File: config.mk
export PLATFORM = sky130hd
export DESIGN_NAME = uart_irq_ctrl
export DESIGN_NICKNAME = d
export VERILOG_FILES = /design/src/rtl/uirq_pkg.sv /design/src/rtl/uirq_flag.sv /design/src/rtl/uirq_tmo.sv /design/src/rtl/uart_irq_ctrl.sv
export SDC_FILE = /design/constraint.sdc
export NUM_CORES = 1
export LEC_CHECK = 0
export ABC_AREA = 1
export BUFFER_PORTS_ARGS = -buffer_cell sky130_fd_sc_hd__buf_2
export CAP_MARGIN = 20
export CORE_MARGIN = 8
export CORE_UTILIZATION = 45
export DETAILED_ROUTE_END_ITERATION = 16
export MAX_ROUTING_LAYER = met4
export PLACE_DENSITY = 0.77
export SYNTH_ARGS = -nofsm -noshare
export SYNTH_HDL_FRONTEND = slang
export SYNTH_SLANG_ARGS = --single-unit
File: constraint.sdc
create_clock -name clk -period 2.9 [get_ports clk]
set_input_delay 0.58 -clock clk [delete_from_list [all_inputs] [get_ports clk]]
set_output_delay 0.58 -clock clk [all_outputs]
set_load 0.03 [all_outputs]
File: src/rtl/uirq_pkg.sv
package uirq_pkg;
  // cause bit positions in the status vector
  localparam int NCAUSE  = 7;
  localparam int C_RXLVL = 0;
  localparam int C_RXERR = 1;
  localparam int C_RXTMO = 2;
  localparam int C_TXLVL = 3;
  localparam int C_TXERR = 4;
  localparam int C_TXEMP = 5;
  localparam int C_CTS   = 6;

  // sticky flags and their clear strobe positions
  localparam int NCLR     = 4;
  localparam int K_RXLINE = 0;
  localparam int K_RXOVR  = 1;
  localparam int K_TXOVR  = 2;
  localparam int K_CTS    = 3;

  // longest frame: start, 8 data, parity, 2 stop, times 16
  localparam int unsigned MAX_CHAR_TICKS = 12 * 16;

  // baud ticks in one character for the given frame shape
  function automatic int unsigned char_ticks(input logic [1:0] wlen,
                                             input logic par_en,
                                             input logic stop2,
                                             input logic os8);
    int unsigned bits;
    bits = 32'd7 + 32'(wlen) + 32'(par_en) + 32'(stop2);
    return os8 ? (bits << 3) : (bits << 4);
  endfunction
endpackage

File: src/rtl/uirq_flag.sv
module uirq_flag (
  input  logic clk,
  input  logic rst_n,
  input  logic set_i,
  input  logic clr_i,
  output logic flag_o
);
  always_ff @(posedge clk or negedge rst_n) begin
    if (!rst_n)     flag_o <= 1'b0;
    else if (set_i) flag_o <= 1'b1;
    else if (clr_i) flag_o <= 1'b0;
  end

  p_set_wins_r9: assert property (@(posedge clk) disable iff (!rst_n)
    set_i |=> flag_o);
  p_clear_takes_r5: assert property (@(posedge clk) disable iff (!rst_n)
    (clr_i && !set_i) |=> !flag_o);
endmodule

File: src/rtl/uirq_tmo.sv
module uirq_tmo
  import uirq_pkg::*;
#(
  parameter int CW    = 5,
  parameter int CHARS = 4
) (
  input  logic          clk,
  input  logic          rst_n,
  input  logic          tick,
  input  logic [1:0]    wlen,
  input  logic          par_en,
  input  logic          stop2,
  input  logic          os8,
  input  logic [CW-1:0] rx_count,
  input  logic          rx_act,
  input  logic          flush,
  output logic          tmo_o
);
  localparam int unsigned LIMIT_MAX = CHARS * MAX_CHAR_TICKS;
  localparam int TW = $clog2(LIMIT_MAX + 1);

  logic [TW-1:0] limit;
  logic [TW-1:0] cnt;
  logic          restart;
  logic          has_data;

  assign limit    = TW'(32'(CHARS) * char_ticks(wlen, par_en, stop2, os8));
  assign has_data = (rx_count != '0);
  assign restart  = rx_act | flush | !has_data;

  always_ff @(posedge clk or negedge rst_n) begin
    if (!rst_n)                   cnt <= '0;
    else if (restart)             cnt <= '0;
    else if (tick && cnt < limit) cnt <= cnt + 1'b1;
  end

  assign tmo_o = has_data && (cnt >= limit);

  p_tmo_needs_data_r3: assert property (@(posedge clk) disable iff (!rst_n)
    tmo_o |-> (rx_count != '0));
  p_tmo_quiet_after_act_r3: assert property (@(posedge clk) disable iff (!rst_n)
    (rx_act || flush) |=> !tmo_o);
endmodule

File: src/rtl/uart_irq_ctrl.sv
module uart_irq_ctrl
  import uirq_pkg::*;
#(
  parameter int DEPTH     = 16,
  parameter int CW        = $clog2(DEPTH + 1),
  parameter int TMO_CHARS = 4
) (
  input  logic              clk,
  input  logic              rst_n,
  input  logic              baud_tick,
  input  logic [1:0]        cfg_wlen,
  input  logic              cfg_par_en,
  input  logic              cfg_stop2,
  input  logic              cfg_os8,
  input  logic [CW-1:0]     rx_count,
  input  logic              rx_push,
  input  logic              rx_pop,
  input  logic [CW-1:0]     rx_trig,
  input  logic              rx_frame_err,
  input  logic              rx_par_err,
  input  logic              rx_brk_err,
  input  logic              rx_overrun,
  input  logic              rx_flush,
  input  logic [CW-1:0]     tx_count,
  input  logic              tx_push,
  input  logic              tx_busy,
  input  logic [CW-1:0]     tx_trig,
  input  logic              tx_flush,
  input  logic              cts_n,
  input  logic [NCAUSE-1:0] irq_en,
  input  logic [NCLR-1:0]   clr_w1c,
  output logic [NCAUSE-1:0] status,
  output logic              irq
);
  localparam logic [CW-1:0] FULL = CW'(DEPTH);

  // CTS edge detection
  logic cts_q, cts_seen, cts_chg;
  always_ff @(posedge clk or negedge rst_n) begin
    if (!rst_n) begin
      cts_q    <= 1'b1;
      cts_seen <= 1'b0;
    end else begin
      cts_q    <= cts_n;
      cts_seen <= 1'b1;
    end
  end
  assign cts_chg = cts_seen & (cts_n ^ cts_q);

  // sticky event flags
  logic [NCLR-1:0] fl_set, fl_clr, fl_q;
  logic            tx_lost;
  assign tx_lost = tx_push && (tx_count >= FULL);

  always_comb begin
    fl_set           = '0;
    fl_clr           = '0;
    fl_set[K_RXLINE] = rx_frame_err | rx_par_err | rx_brk_err;
    fl_clr[K_RXLINE] = clr_w1c[K_RXLINE] | rx_flush;
    fl_set[K_RXOVR]  = rx_overrun;
    fl_clr[K_RXOVR]  = clr_w1c[K_RXOVR] | rx_flush;
    fl_set[K_TXOVR]  = tx_lost;
    fl_clr[K_TXOVR]  = clr_w1c[K_TXOVR] | tx_flush;
    fl_set[K_CTS]    = cts_chg;
    fl_clr[K_CTS]    = clr_w1c[K_CTS];
  end

  for (genvar gi = 0; gi < NCLR; gi++) begin : g_flag
    uirq_flag u_flag (
      .clk    (clk),
      .rst_n  (rst_n),
      .set_i  (fl_set[gi]),
      .clr_i  (fl_clr[gi]),
      .flag_o (fl_q[gi])
    );
  end

  // receive timeout
  logic rx_tmo;
  uirq_tmo #(.CW(CW), .CHARS(TMO_CHARS)) u_tmo (
    .clk      (clk),
    .rst_n    (rst_n),
    .tick     (baud_tick),
    .wlen     (cfg_wlen),
    .par_en   (cfg_par_en),
    .stop2    (cfg_stop2),
    .os8      (cfg_os8),
    .rx_count (rx_count),
    .rx_act   (rx_push | rx_pop),
    .flush    (rx_flush),
    .tmo_o    (rx_tmo)
  );

  // raw cause vector
  always_comb begin
    status          = '0;
    status[C_RXLVL] = (rx_count >= rx_trig);
    status[C_RXERR] = fl_q[K_RXLINE] | fl_q[K_RXOVR];
    status[C_RXTMO] = rx_tmo;
    status[C_TXLVL] = (tx_count <= tx_trig);
    status[C_TXERR] = fl_q[K_TXOVR];
    status[C_TXEMP] = (tx_count == '0) && !tx_busy;
    status[C_CTS]   = fl_q[K_CTS];
  end

  // combined, registered interrupt line
  always_ff @(posedge clk or negedge rst_n) begin
    if (!rst_n) irq <= 1'b0;
    else        irq <= |(status & irq_en);
  end

  p_irq_masked_r10: assert property (@(posedge clk) disable iff (!rst_n)
    (irq_en == '0) |=> !irq);
  p_txemp_busy_r4: assert property (@(posedge clk) disable iff (!rst_n)
    tx_busy |-> !status[C_TXEMP]);
  p_txerr_from_full_r6: assert property (@(posedge clk) disable iff (!rst_n)
    (tx_push && tx_count < FULL && !status[C_TXERR]) |=> !status[C_TXERR]);
endmodule

* Yosys cells after proc, flatten, opt, wreduce, memory -nomap -nowiden
Index checks and enable logic that the tools add are counted.
** Storage, ports and cells
- Output and inout bits :: 8
- Bits in registers :: 17
** Operators by class
- Bitwise logic cells :: 12
- $lt $le $gt $ge :: 5
- Add/subtract/negate cells :: 4
- Multiplexer cells :: 11
- Reductions and logical operators :: 14
** Operator list (count)
- 10-bit 2-to-1 mux :: 2
- 10-bit by 1-bit adder with 10-bit output (second input constant) :: 1
- 5-bit by 1-bit adder with 5-bit output :: 2
- 10-bit greater-or-equal comparator :: 1
- 10-bit less-than comparator :: 1
- 2-bit nonzero test :: 5
- 1-bit OR :: 9
- 1-bit 2-to-1 mux :: 8
- 8-bit 2-to-1 mux :: 1
- 7-bit AND :: 1
- 7-bit OR reduction :: 1
- 5-bit greater-or-equal comparator :: 1
- 5-bit greater-or-equal comparator (second input constant) :: 1
- 5-bit less-or-equal comparator :: 1
- 5-bit logical NOT :: 1
- 5-bit nonzero test :: 1
- 3-bit by 2-bit adder with 4-bit output (first input constant) :: 1
- 1-bit logical AND :: 4
- 1-bit logical NOT :: 2
- 1-bit AND :: 1
- 1-bit bitwise XOR :: 1

* Depth between registers and ports, before layout
Gate-level depths: netlist (run 1).
- Depth in word-level cells :: 8
- Gate-level depth with buffers :: 15
- Gate-level depth less buffers :: 15

* By module
Synthesis (run 1) repeated with hierarchy kept, for this count alone.
** Second synthesis, totals
- Cells, all modules :: 242
- Area, all modules :: 1649.1 um^2
** By module, submodules not included
- uirq_tmo :: cells an instance 139, area an instance 963.4 um^2, instances 1
- uart_irq_ctrl :: cells an instance 83, area an instance 525.5 um^2, instances 1
- uirq_flag :: cells an instance 5, area an instance 40.0 um^2, instances 4

* Worst setup path after synthesis (run 1)
Ideal clock, no wire load.
- Path type :: input port to output port
- From :: in cfg_par_en
- To :: out status[2]
- Stages on the path :: 13
- Path buffers :: 1
- Setup slack :: -0.073 ns
- Arrival time :: 2.393 ns
- Cell sequence :: inv_1 fa_1 inv_1 ha_1 xor2_1 o21ai_0 ha_1 nand2_1 nor2_1 nand2_2 nand3_1 and2_1 buf_4
** On the way
- Word-level cells in the longest chain between the ends :: 5
** RTL lines
- start, declared :: RTL line uart_irq_ctrl.sv:12 : input logic cfg_par_en,
- 5-bit by 1-bit adder with 5-bit output (2 in series) :: RTL line uirq_pkg.sv:28 : bits = 32'd7 + 32'(wlen) + 32'(par_en) + 32'(stop2);
- 8-bit 2-to-1 mux :: RTL line uirq_pkg.sv:29 : return os8 ? (bits << 3) : (bits << 4);
- 10-bit greater-or-equal comparator :: RTL line uirq_tmo.sv:37 : assign tmo_o = has_data && (cnt >= limit);
- 1-bit logical AND :: RTL line uirq_tmo.sv:37
- end, declared :: RTL line uart_irq_ctrl.sv:32 : output logic [NCAUSE-1:0] status,
No other way between the ends.

* Worst setup path in the final report (run 1)
- From :: in cfg_wlen[0]
- To :: out status[2]
** On the way
- Word-level cells in the longest chain between the ends :: 6
** RTL lines
- start, declared :: RTL line uart_irq_ctrl.sv:11 : input logic [1:0] cfg_wlen,
- 3-bit by 2-bit adder with 4-bit output :: RTL line uirq_pkg.sv:28
- 5-bit by 1-bit adder with 5-bit output (2 in series) :: RTL line uirq_pkg.sv:28
- 8-bit 2-to-1 mux :: RTL line uirq_pkg.sv:29
- 10-bit greater-or-equal comparator :: RTL line uirq_tmo.sv:37
- 1-bit logical AND :: RTL line uirq_tmo.sv:37
No other way between the ends.

==> results of run 1 <==
## layer usage
layer / track usage (%) / part of all wire [%]
met1: 19.8 / 47
met2: 25.0 / 48
met3: 3.60 / 4.6
met4: 1.96 / 0.43
met5: - / 0
## final cells by class
| cell class | count | area (sq um) | share of cell area (%) |
|---|---|---|---|
| multi-input combinational | 160 | 983 | 48.1 |
| sequential | 17 | 427 | 20.9 |
| timing repair buffer | 64 | 363 | 17.7 |
| inverter | 50 | 188 | 9.18 |
| tap | 46 | 57.6 | 2.82 |
| clock buffer | 4 | 26.3 | 1.29 |
## power groups by stage
stage          sequential, uW  combinational, uW  clock [uW]
2_1_floorplan             255                105           0
3_3_place_gp              253                170           0
3_5_place_dp              253                175           0
4_1_cts                   249                189         132
5_1_grt                   250                221         145
6_report                  249                194         128
## synth_stat cells, drive strengths merged, types with 2 or more instances
cell type	n
ha	19
nand2	66
o21ai	6
a21oi	3
inv	50
nor2	20
nor3	5
xnor2	2
xor2	2
nand4	10
dfrtp	16
or2	3
buf	3
nand3	17
## worst paths after layout
check                      slack [ps]  cells after the start    startpoint                 endpoint
setup / recovery                 -180                     13   cfg_wlen[0]                status[2]
hold / removal                    190                      1         rst_n             u_tmo.cnt[8]
setup reg to reg                 1170                     10  u_tmo.cnt[7]             u_tmo.cnt[0]
hold reg to reg                   520                      2      cts_seen  g_flag[3].u_flag.flag_o
max in group asynchronous        2380                      1         rst_n                    cts_q
min in group clk                  400                      1         cts_n                    cts_q
## timing repair
action / in CTS / in global routing
hold buffers: 0 / 0
endpoints found under the hold margin: 0 / 0
resized for setup: 13 / 5
pin swaps: 6 / 9
buffers inserted: 2 / 2
setup endpoints to repair: 1 / 1
## cell families after synthesis
kind of cell / after synthesis / synth area share, %
fa+ha+maj: 20 / 16.5
other cells: 1 / 0.240
compound gates: 11 / 3.92
simple gates: 123 / 35.8
xor+xnor: 4 / 2.24
buf+inv: 53 / 13.4
flops: 17 / 27.3
mux: 1 / 0.640
## per-stage QoR
step | hold slack [ps] | instances | power [uW] | setup TNS [ps]
2_1_floorplan | 284 | 230 | 360 | 0
3_3_place_gp | 480 | 333 | 423 | -221
3_5_place_dp | 507 | 333 | 428 | -275
4_1_cts | 205 | 339 | 570 | -145
5_1_grt | 210 | 341 | 616 | -293
6_report | 188 | 341 | 571 | -183
## state kept, by name, summed over array words and instances, names as in the netlist
signal	flops
irq	1
cts_q	1
cts_seen	1
g_flag.u_flag.flag_o	4
u_tmo.cnt	10
## worst reg2reg max path, stage by stage (launching register included)
cell and delay [ps]:
dfrtp_1 470, ha_1 340, nand2_1 80, nand2_2 70
buf_4 130, nand2_1 90, nand3_1 90, nor2_2 80
buf_4 160, nand3_1 70, o21ai_0 80
==> metrics.md, run 1 <==
| Metric | Value |
|---|---|
| Seq cells post-synth | 17 |
| Diode count | 0 |
| PortBufs | 57 |
| Dpl ws | -275 ps |
| Clock Tree Root | clkbuf_4 |
| Worst skew pair latency | roughly 300 ps |
| Core Util, Final | between 60% and 70% |
| Net Count, Synth | 300 |
| Failing checks | negative setup slack |
| DRC Markers | 0 |
| Minimum clock period | ~3100 ps |
| Worst EP arrival | 2500 ps |
| Commonest non-fill, non-tap cells in the layout | nand2_1, buf_2, inv_1, ha_1 |
| Post-Route WL | 3.95 mm |
| Wire length of the first global-routing pass | roughly 6.7 mm |
| Sequential area share after synthesis | between 20% and 30% |
| Worst path buffer plus inverter count | 3 |
| # IOs | 58 |
| Clock share of power | about 22% |
| Max FO, Critical Path | 2 |
| Filler cells | 335 |
| First-pass detailed-route iteration total | 4 |
| Area post-placement | about 1900 sq um |
| Clock buffer depth | 2 |
| Sw Ratio | 32.6% |
| Finished Cell Area | between 2000 and 2500 sq um |
| Reg power frac | a little over two fifths |
| Cells after Synth | between 200 and 250 |
| Cell variety after synth | 29 |
| Main flop type after synthesis | dfrtp_1 |
| Clock-pin slew on the worst setup and hold paths | 110 ps |
| Tcrit/Tclk final | 106% |
| Setup crit end kind | output port |
| Gp weighted congestion | about 0.8 |
| Initial antenna violation count | 0 |
| NetSw | approximately 190 uW |
| WL per Instance | ~12 microns |
| Crit path top cell by count | buf_6 |
| Number of global-route vias before repair | around 1600 |
| Pwr Density | 279 nW/um^2 |
| Worst setup SP type | input pin |
| CTS H-tree lvls | 1 |
| Area fraction of the dominant cell type after synthesis | approximately a quarter |
| Cell family with the largest share of critical-path delay | adder cells |
| Grt total ovfl | 0 |
| Final net count | roughly 370 |
| DRT antenna net count | 0 |
| Site row count | 21 |
| Commonest non-fill, non-tap cell in the layout | nand2_1 |
| GRT Total Usage | between 10% and 20% |
| CP cell instances | buf_6 -> fa_2 -> inv_2 -> ha_4 -> xor2_2 -> mux2i_1 -> ha_1 -> nand2_1 -> nand2_2 -> a21oi_2 -> nand3_2 -> and2_4 -> buf_6 |
| Kind of critical path | in -> out |
| Largest net degree at the start of global routing | 18 |
| Cell Area, Synth | around 1600 sq um |
| DR vias | about 1600 |
| Leakage | 0.00123 uW |
| HP Class | in -> async |
| Max Cap Viol | 0 |
| Internal power | 385 uW |
| Leading area contributor after synthesis | dfrtp_1 |
| CP max-delay cell | fa_2 |
| Top post-synthesis cells by area | dfrtp_1, nand2_1, ha_1 |
| Fmax | 324 MHz |
| Die area | approximately 5600 sq um |
| Crit-path max cell delay | between 300 and 400 ps |
| VDD IR max | roughly 190 uV |
| Post-synth ARST share | 100% |
| Die W | roughly 75 microns |
| WP data required | between 2000 and 2500 ps |
| CTS tree | built |
| Setup slack after layout | -183 ps |
| RSZ-0062 raised after global routing | true |
| Layout cells sized above 1 | between 30 and 40% |
| Syn avg cell area | 6.81 sq um |
| Count of final setup violators | 1 |
| Final hold vios | 0 |
| Core area | between 3000 and 4000 sq um |
| Iteration-0 DRC Markers | 64 |
| Post-synth EDFFs | 0 |
| Yosys warnings | 0 |
| Die boundary height | 75.0 microns |
| Synth-to-Final Area Change | 30.6% |
| Vias per cell | around 4.7 |
| # clock sinks | 17 |
| Combinational Power Share | about a third |
| TritonCTS Buffers | 3 |
| DP HPWL | 3.25 mm |
| Max Slew Vio Count | 0 |
| Initial core utilization | a little under half |
| Outcome | complete, but fails checks |
| Worst clock skew | 13.0 ps |
Power figures use the tool's default switching activity.
==> run 2, diff against run 1 <==
--- a/config.mk
+++ b/config.mk
@@ -10,9 +10,11 @@
 export CAP_MARGIN = 20
 export CORE_MARGIN = 8
 export CORE_UTILIZATION = 45
+export CTS_BUF_LIST = sky130_fd_sc_hd__clkbuf_16
 export DETAILED_ROUTE_END_ITERATION = 16
 export MAX_ROUTING_LAYER = met4
-export PLACE_DENSITY = 0.77
+export PLACE_DENSITY = 0.89
+export SLEW_MARGIN = 20
 export SYNTH_ARGS = -nofsm -noshare
 export SYNTH_HDL_FRONTEND = slang
 export SYNTH_SLANG_ARGS = --single-unit
==> metrics.md, run 2 (synthesis results as in run 1) <==
| Metric | Value |
|---|---|
| Outcome | complete, but fails checks |
| Failing checks | negative setup slack |
| Initial antenna violation count | 0 (unchanged) |
| Vias per cell | 4.77 (+1.1%) |
| Layout cells sized above 1 | 30.6% (-1.6 points) |
| TritonCTS Buffers | 3 (unchanged) |
| Count of final setup violators | 1 (unchanged) |
| Largest register FFs | 10 (unchanged) |
| Commonest non-fill, non-tap cell in the layout | nand2_1 |
| Clock-pin slew on the worst setup and hold paths | 50 ps (-60 ps) |
| Setup crit end kind | output port |
| Area post-placement | 1910 sq um (-0.39%) |
| CP cell instances | buf_6 -> inv_4 -> fa_2 -> inv_2 -> ha_4 -> xor2_2 -> mux2i_1 -> ha_1 -> nand2_1 -> nand2_2 -> a21oi_2 -> nand3_2 -> and2_4 -> buf_6 |
| Non-filler cells, final | 337 (-1.2%) |
| Top flop regs | u_tmo.cnt (10), g_flag.u_flag.flag_o (4) |
| WP data required | 2320 ps (about the same) |
| Clock Tree Root | clkbuf_16 |
| Kind of critical path | in -> out |
| Crit path top cell by count | buf_6 |
| Core area | 3340 sq um (unchanged) |
| Dpl ws | -349 ps (-73.6 ps) |
| Iteration-0 DRC Markers | 117 (+83%) |
| Worst EP arrival | 2540 ps (+40 ps) |
| WL per Instance | 11.9 microns (+2.4%) |
| CP max-delay cell | fa_2 |
| Crit path from | cfg_stop2 |
| Diode count | 0 (unchanged) |
| Worst clock skew | 2.00 ps (-11.0 ps) |
| RSZ-0062 raised after global routing | true |
| CTS tree | built |
| Tcrit/Tclk final | 108% (+1.4 points) |
| Synth-to-Final Area Change | 30.6% (unchanged) |
| # IOs | 58 (unchanged) |
| Fmax | 320 MHz (-1.3%) |
| Hold Buf Count CTS | 0 (unchanged) |
| Crit-path max cell delay | 390 ps (about the same) |
| First-pass detailed-route iteration total | 4 (unchanged) |
| PortBufs | 57 (unchanged) |
| Wire length of the first global-routing pass | 6.87 mm (+2.4%) |
| Die area | 5620 sq um (unchanged) |
| Number of global-route vias before repair | 1656 (+3.8%) |
| Max Slew Vio Count | 0 (unchanged) |
| Die W | 75.0 microns (unchanged) |
| Largest net degree at the start of global routing | 18 (unchanged) |
| Commonest non-fill, non-tap cells in the layout | nand2_1, buf_2, inv_1, ha_1 |
| Clock buffer depth | 2 (unchanged) |
| # clock sinks | 17 (unchanged) |
| VDD IR max | 208 uV (+9.5%) |
| Die boundary height | 75.0 microns (unchanged) |
| Post-Route WL | 4.00 mm (+1.2%) |
| CTS H-tree lvls | 1 (unchanged) |
| Worst setup SP type | input pin |
| Final hold vios | 0 (unchanged) |
| Initial core utilization | 46.9% (unchanged) |
| Worst skew pair latency | 250 ps (-50 ps) |
| Minimum clock period | 3120 ps (+40.6 ps) |
| Final net count | 362 (-1.1%) |
| Cells after DPL | 332 (-0.30%) |
| DRT antenna net count | 0 (unchanged) |
| Pwr Density | 349 nW/um^2 (+25%) |
| WHS | 240 ps (+52.8 ps) |
| Gp weighted congestion | 0.896 (+9.2%) |
| Max Cap Viol | 0 (unchanged) |
| DP HPWL | 3.33 mm (+2.7%) |
| Largest Register | u_tmo.cnt |
| GRT Total Usage | 15.9% (+0.29 points) |
| Finished Cell Area | 2040 sq um (unchanged) |
| Worst R2R Start | u_tmo.cnt[9] |
| Setup slack after layout | -224 ps (-40.6 ps) |
| DR vias | 1609 (-0.062%) |
| Leakage | 0.00123 uW (-0.22%) |
| Grt total ovfl | 0 (unchanged) |
| Max FO, Critical Path | 2 (unchanged) |
| HP Class | in -> async |
| DRC Markers | 0 (unchanged) |
| Site row count | 21 (unchanged) |
[run 2: changes by cell type in the layout (fill, tap and decap cells not counted), moves of 2 or more]
cell,change
buf_2,+2
buf_4,-4
buf_6,-2
clkbuf_16,+3
clkbuf_4,-3
inv_2,-2
[run 2: layer usage]
metal / global-route usage, % / wire, microns / vias to the layer above / share of wire, %
met5: - / 0 / - / 0
met3: 3.99 / 217 / 8 / 5.4
met2: 27.5 / 2070 / 62 / 52
met4: 4.13 / 65 / 0 / 1.6
li1: - / - / 834 / -
met1: 17.5 / 1650 / 705 / 41
[run 2: power breakdown]
part           internal [uW]  switching [uW]  leakage, uW
logic                   79.7             107     0.000978
registers                245            3.97     0.000217
clock network            186            92.0    0.0000371
total                    511             203      0.00123
[run 2: repair_timing]
action	in CTS	in global routing
resized for setup	8	6
pin swaps	8	8
setup buffers	1	0
endpoints found under the setup margin	1	1
[run 2: path summary, 6_finish.rpt]
kind                                           end  slack [ps]  cells past startpoint
max                                      status[2]        -220                     14
min                                   u_tmo.cnt[8]         240                      1
max reg2reg                           u_tmo.cnt[6]        1120                      9
min reg2reg                g_flag[3].u_flag.flag_o         490                      2
max in group asynchronous                    cts_q        2350                      1
min in group clk                             cts_q         450                      1
[run 2: final cells by class]
type                            instances  area, sq um
Fill cell                             309         1290
Sequential cell                        17          427
Inverter                               50          190
Timing Repair Buffer                   60          320
Tap cell                               46         57.6
Clock buffer                            3         75.1
Clock inverter                          1         7.51
Multi-Input combinational cell        160          967
[run 2: critical path: cells and delay by family]
family	cells	cell delay, ps
adders and majority gates	3	830
and+or+nand+nor	4	400
buffers and inverters	4	310
xor gates and xnor gates	1	170
muxes	1	130
AOI/OAI and AO/OA	1	130
[run 2: per-stage QoR]
step                      total power, uW  utilization [%]  setup TNS (ps)
after floorplan                       360                -               0
after global routing                  759             61.3            -339
after CTS                             719             60.8            -241
final                                 714             61.3            -224
after detailed placement              428             57.1           -1010
after global placement                419             57.1            -216
